**src/rtl/rstctl_pkg.sv**
```systemverilog
package rstctl_pkg;

    localparam int unsigned DATA_W     = 32;
    localparam int unsigned GRP_W      = 3;
    localparam int unsigned KEY_LSB    = 16;
    localparam int unsigned ENDIAN_BIT = 15;
    localparam int unsigned GRP_LSB    = 8;
    localparam int unsigned REQ_BIT    = 2;

    localparam logic [15:0] UNLOCK_KEY   = 16'h05FA;
    localparam logic [15:0] READBACK_TAG = 16'hFA05;

    typedef struct packed {
        logic             key_ok;
        logic [GRP_W-1:0] grp;
        logic             rst_req;
    } ctrl_wr_t;

    typedef enum logic {
        SEQ_IDLE  = 1'b0,
        SEQ_PULSE = 1'b1
    } seq_state_e;

    function automatic ctrl_wr_t decode_ctrl_write(input logic [DATA_W-1:0] w);
        ctrl_wr_t d;
        d.key_ok  = (w[KEY_LSB +: 16] == UNLOCK_KEY);
        d.grp     = w[GRP_LSB +: GRP_W];
        d.rst_req = w[REQ_BIT];
        return d;
    endfunction

    function automatic logic [DATA_W-1:0] pack_ctrl_read(input logic endian,
                                                        input logic [GRP_W-1:0] grp);
        logic [DATA_W-1:0] r;
        r                      = '0;
        r[KEY_LSB +: 16]       = READBACK_TAG;
        r[ENDIAN_BIT]          = endian;
        r[GRP_LSB +: GRP_W]    = grp;
        return r;
    endfunction

endpackage

```
**src/rtl/rstctl_keyreg.sv**
```systemverilog
module rstctl_keyreg
    import rstctl_pkg::*;
(
    input  logic              clk,
    input  logic              por_rst,
    input  logic              sys_rst,
    input  logic              wr_en,
    input  logic [DATA_W-1:0] wdata,
    output logic [GRP_W-1:0]  grp_q,
    output logic              rst_req
);

    ctrl_wr_t dec;

    always_comb begin
        dec     = decode_ctrl_write(wdata);
        rst_req = wr_en & dec.key_ok & dec.rst_req;
    end

    // Power-on has priority, then the software reset pulse, then a keyed write.
    always_ff @(posedge clk) begin
        if (por_rst) begin
            grp_q <= '0;
        end else if (sys_rst) begin
            grp_q <= '0;
        end else if (wr_en && dec.key_ok) begin
            grp_q <= dec.grp;
        end
    end

endmodule

```
**src/rtl/rstctl_seq.sv**
```systemverilog
module rstctl_seq
    import rstctl_pkg::*;
#(
    parameter int unsigned PULSE_CYCLES = 16
) (
    input  logic clk,
    input  logic por_rst,
    input  logic req,
    output logic start,
    output logic sys_rst
);

    localparam int unsigned CNT_W = (PULSE_CYCLES < 2) ? 1 : $clog2(PULSE_CYCLES);
    localparam logic [CNT_W-1:0] LOAD_VAL = CNT_W'(PULSE_CYCLES - 1);

    seq_state_e       state;
    logic [CNT_W-1:0] remain;

    assign start   = req && (state == SEQ_IDLE);
    assign sys_rst = (state == SEQ_PULSE);

    always_ff @(posedge clk) begin
        if (por_rst) begin
            state  <= SEQ_IDLE;
            remain <= '0;
        end else begin
            unique case (state)
                SEQ_IDLE: begin
                    if (req) begin
                        state  <= SEQ_PULSE;
                        remain <= LOAD_VAL;
                    end
                end
                SEQ_PULSE: begin
                    if (remain == '0) begin
                        state <= SEQ_IDLE;
                    end else begin
                        remain <= remain - 1'b1;
                    end
                end
                default: state <= SEQ_IDLE;
            endcase
        end
    end

endmodule

```
**src/rtl/rstctl_status.sv**
```systemverilog
module rstctl_status (
    input  logic clk,
    input  logic por_rst,
    input  logic set_i,
    input  logic clr_i,
    output logic flag_q
);

    // A new cause wins over a simultaneous clear.
    always_ff @(posedge clk) begin
        if (por_rst) begin
            flag_q <= 1'b0;
        end else if (set_i) begin
            flag_q <= 1'b1;
        end else if (clr_i) begin
            flag_q <= 1'b0;
        end
    end

endmodule

```
**src/rtl/rstctl_top.sv**
```systemverilog
module rstctl_top
    import rstctl_pkg::*;
#(
    parameter int unsigned ADDR_W       = 4,
    parameter int unsigned CTRL_ADDR    = 0,
    parameter int unsigned STAT_ADDR    = 1,
    parameter int unsigned PULSE_CYCLES = 16,
    parameter bit          BIG_ENDIAN   = 1'b0
) (
    input  logic              clk,
    input  logic              por_rst,
    input  logic [ADDR_W-1:0] bus_addr,
    input  logic              bus_we,
    input  logic [31:0]       bus_wdata,
    output logic [31:0]       bus_rdata,
    output logic              sys_rst_o,
    output logic              dbg_rst_o
);

    localparam logic [ADDR_W-1:0] CTRL_A = ADDR_W'(CTRL_ADDR);
    localparam logic [ADDR_W-1:0] STAT_A = ADDR_W'(STAT_ADDR);

    logic             sel_ctrl;
    logic             sel_stat;
    logic [GRP_W-1:0] grp_q;
    logic             rst_req;
    logic             seq_start;
    logic             sw_flag;

    assign sel_ctrl = (bus_addr == CTRL_A);
    assign sel_stat = (bus_addr == STAT_A);

    rstctl_keyreg u_keyreg (
        .clk     (clk),
        .por_rst (por_rst),
        .sys_rst (sys_rst_o),
        .wr_en   (bus_we && sel_ctrl),
        .wdata   (bus_wdata),
        .grp_q   (grp_q),
        .rst_req (rst_req)
    );

    rstctl_seq #(
        .PULSE_CYCLES (PULSE_CYCLES)
    ) u_seq (
        .clk     (clk),
        .por_rst (por_rst),
        .req     (rst_req),
        .start   (seq_start),
        .sys_rst (sys_rst_o)
    );

    rstctl_status u_status (
        .clk     (clk),
        .por_rst (por_rst),
        .set_i   (seq_start),
        .clr_i   (bus_we && sel_stat && bus_wdata[0]),
        .flag_q  (sw_flag)
    );

    // The debug domain is never reset by this block.
    assign dbg_rst_o = 1'b0;

    always_comb begin
        bus_rdata = '0;
        if (sel_ctrl) begin
            bus_rdata = pack_ctrl_read(BIG_ENDIAN, grp_q);
        end else if (sel_stat) begin
            bus_rdata[0] = sw_flag;
        end
    end

endmodule

```
**config.mk**
```make
export PLATFORM = sky130hd
export DESIGN_NAME = rstctl_top
export DESIGN_NICKNAME = d
export VERILOG_FILES = /design/src/rtl/rstctl_pkg.sv /design/src/rtl/rstctl_keyreg.sv /design/src/rtl/rstctl_seq.sv /design/src/rtl/rstctl_status.sv /design/src/rtl/rstctl_top.sv
export SDC_FILE = /design/constraint.sdc
export NUM_CORES = 1
export LEC_CHECK = 0
export BUFFER_PORTS_ARGS = -buffer_cell sky130_fd_sc_hd__buf_2
export CAP_MARGIN = 20
export CORE_UTILIZATION = 30
export CTS_CLUSTER_SIZE = 30
export DETAILED_ROUTE_END_ITERATION = 6
export HOLD_SLACK_MARGIN = 0.02
export MAX_ROUTING_LAYER = met4
export PLACE_DENSITY_LB_ADDON = 0.25
export RECOVER_POWER = 50
export SLEW_MARGIN = 30
export SYNTH_ARGS = -nofsm -noshare
export SYNTH_HDL_FRONTEND = slang
export SYNTH_SLANG_ARGS = --single-unit
```
**constraint.sdc**
```tcl
create_clock -name clk -period 1.1 [get_ports clk]
set_input_delay 0.11 -clock clk [delete_from_list [all_inputs] [get_ports clk]]
set_output_delay 0.11 -clock clk [all_outputs]
set_load 0.02 [all_outputs]
```
==> metrics.md <==
| Metric | Value |
|---|---|
| Status | `finished with violations` |
| Violated checks | `negative setup slack` |
| P&R area growth vs syn | `40.8%` |
| Largest net degree at the start of global routing | `9` |
| Clock latency on the worst-skew pair | `roughly 260 ps` |
| Worst hold slack | `roughly 99 ps` |
| Pwr per Cell Area | `around 700 mW/mm^2` |
| Critical path's largest stage delay | `350 ps` |
| DRT iter0 DRCs | `8` |
| Via density | `4.44` |
| CTS clock-pin slew for the worst setup and hold paths | `roughly 60 ps` |
| Most frequent cells after synthesis | `buf_4, dfxtp_1, a21oi_1, nor2_1, nand3_1` |
| Die Area | `between 0.002 and 0.003 mm^2` |
| Area leader, netlist | `buf_4` |
| WP buf/inv | `1` |
| Vias in the first global route | `652` |
| MaxCap Viol Count | `0` |
| Placed Instances | `roughly 160` |
| Max-slew violations | `0` |
| GR Overflow Total | `0` |
| I/O Buffers | `40` |
| Row cnt | `17` |
| Total CTS buffers | `3` |
| Max FO, Critical Path | `3` |
| Cell count after synthesis | `92` |
| Final Wtd Congestion | `between 0.8 and 0.9` |
| Drt total wl | `1.80 mm` |
| Core area | `~0.0023 mm^2` |
| Synthesized flop and latch total | `9` |
| DRT Pass-1 Iters | `6` |
| RSZ-0062 raised after global routing | `true` |
| Worst hold path class | `in2reg` |
| Final setup vio count | `4` |
| Top Ports | `73` |
| Die Y | `between 50 and 60 um` |
| Final std cells w/o fill | `between 150 and 200` |
| Initial Util | `between 30% and 40%` |
| Ranking of synthesized cells by area | `buf_4, dfxtp_1, a21oi_1` |
| Async SR Flop Fraction | `0%` |
| Share of cells above drive strength 1 | `between 50% and 60%` |
| DR WL/cell | `around 11 um` |
| ANT nets after route | `0` |
| Max Buffers Root-to-Sink | `2` |
| Worst path cell trace | `inv_2, ha_4, a21o_1, o41ai_2, a21oi_1` |
| Sequential share of the synthesized area | `roughly a quarter` |
| Critical path's top delay family | `compound AO/OA/AOI/OAI gates` |
| Fin crit period | `~1200 ps` |
| Slowest cell on crit path | `dfxtp_2` |
| Final hold vios | `0` |
| Initial antenna violation count | `0` |
| Worst clock skew | `roughly 3.3 ps` |
| First-pass GRT wire length | `2.72 mm` |
| Layout Nets | `182` |
| Top FF cell, synth | `dfxtp_1` |
| Most common cell in the netlist | `buf_4` |
| Final period util | `106%` |
| Final setup margin | `-67.6 ps` |
| Yosys cell types | `31` |
| Post-DP HPWL | `about 1.4 mm` |
| Yosys warns | `0` |
| EDFF count, synth | `0` |
| Critical path data required time | `~1300 ps` |
| Critical path endpoint category | `flop` |
| Crit path DAT | `roughly 1300 ps` |
| Die W | `roughly 52 um` |
| Critical path class | `reg2reg` |
| Antenna diodes | `0` |
| Total GRT Usage | `14.3%` |
| Cell Area, Synth | `between 700 and 800 um^2` |
| Htree depth | `1` |
| Max Freq | `0.856 GHz` |
| Maximum vdd drop | `between 500 and 600 uV` |
| Residual DRC | `0` |
| Clock sink count | `9` |
| Share of the synthesized area in the top cell type | `~29%` |
| Via Count | `between 700 and 800` |
| Startpoint Class | `flop` |
| Root Buffer | `clkbuf_4` |
| Fill count | `240` |
| Average size of a mapped cell | `8.27 um^2` |
| CTS tree | `built` |
| Leak | `0.000523 uW` |
## logic make-up (layout without fill, tap and decap cells)
group	count (synthesis)	after routing	share of synthesized area [%]
buffers and inverters	32	61	30.1
adder cells (fa/ha/maj)	1	1	1.64
other	1	21	0.493
AO/OA/AOI/OAI	19	19	15.6
AND/OR/NAND/NOR	30	30	28.5
flip-flops	9	9	23.7
## layout make-up
cell class                      count  area, um^2  share of cell area, %
Timing Repair Buffer               54         335                   31.3
Inverter                            3        11.3                   1.05
Tap cell                           28        35.0                   3.27
Multi-Input combinational cell     71         479                   44.7
Sequential cell                     9         184                   17.2
Clock buffer                        4        26.3                   2.45
## tightest hold or removal path, delay by kind of cell
family                 cells  cell delay (ps)
AO/OA/AOI/OAI              1               60
buffers and inverters      1               90
AND/OR/NAND/NOR            1               50
## state kept, by name, indices dropped and copies added, names as in the netlist
signal / cells
u_keyreg.grp_q: 3
u_seq.remain: 4
u_seq.sys_rst: 1
u_status.flag_q: 1
## power breakdown
group          switching, uW  leakage, uW  internal [uW]
sequential          0.000144    0.0000740            326
clock                    118    0.0000150            140
combinational            117     0.000434           70.8
## metrics by stage
| stage | util (%) | TNS, ps | setup slack (ps) | area [um^2] | power (uW) |
|---|---|---|---|---|---|
| after global placement | 42.0 | -1460 | -191 | 965 | 510 |
| after CTS | 44.6 | -101 | -66.7 | 1020 | 771 |
| final | 46.6 | -109 | -67.6 | 1070 | 772 |
| after floorplan | - | -98.9 | -25.4 | 852 | 500 |
| after global routing | 46.6 | -748 | -154 | 1070 | 816 |
| after detailed placement | 42.0 | -1710 | -247 | 965 | 512 |
## layout by cell type, fill, tap and decap left out, types with 2 or more instances in the layout
cell	netlist	routed
nand3_1	4	4
buf_2	0	34
and2_1	3	2
clkbuf_4	0	3
nor2_1	5	4
buf_6	0	4
dfxtp_1	9	6
conb_1	1	21
a21o_1	2	2
buf_4	29	12
nand4_1	3	3
inv_2	0	3
a21oi_1	7	4
a31oi_1	3	3
dfxtp_2	0	3
o21ai_1	3	3
a21oi_2	0	3
clkbuf_2	0	3
## per-layer routing
metal  vias to the layer above  share of wire, %  global-route usage, %  routed length (um)
met2                        42                54                   25.5                 965
met1                       332                38                   13.9                 677
li1                        377                 -                      -                   -
met5                         -                 0                      -                   0
met3                         0               8.8                   5.51                 159
met4                         0                 0                   5.26                   0
## path summary, 6_finish.rpt
kind	startpoint	to	slack (ps)	cells after the start
max	u_seq.remain[0]$_SDFFE_PP0P_	u_seq.remain[3]$_SDFFE_PP0P_	-70	5
min	bus_wdata[8]	u_keyreg.grp_q[0]$_SDFFE_PP0P_	100	3
max reg2reg	u_seq.remain[0]$_SDFFE_PP0P_	u_seq.remain[3]$_SDFFE_PP0P_	-70	5
min reg2reg	u_status.flag_q$_SDFFE_PP0P_	u_status.flag_q$_SDFFE_PP0P_	460	2
## repair_timing
action | in CTS | in global routing
setup buffers | 3 | 2
gates resized for setup | 11 | 10
pin swaps | 3 | 4
setup endpoints to repair | 8 | 15
hold buffers | 0 | 0
No activity file was read; power rests on OpenSTA's default activity.
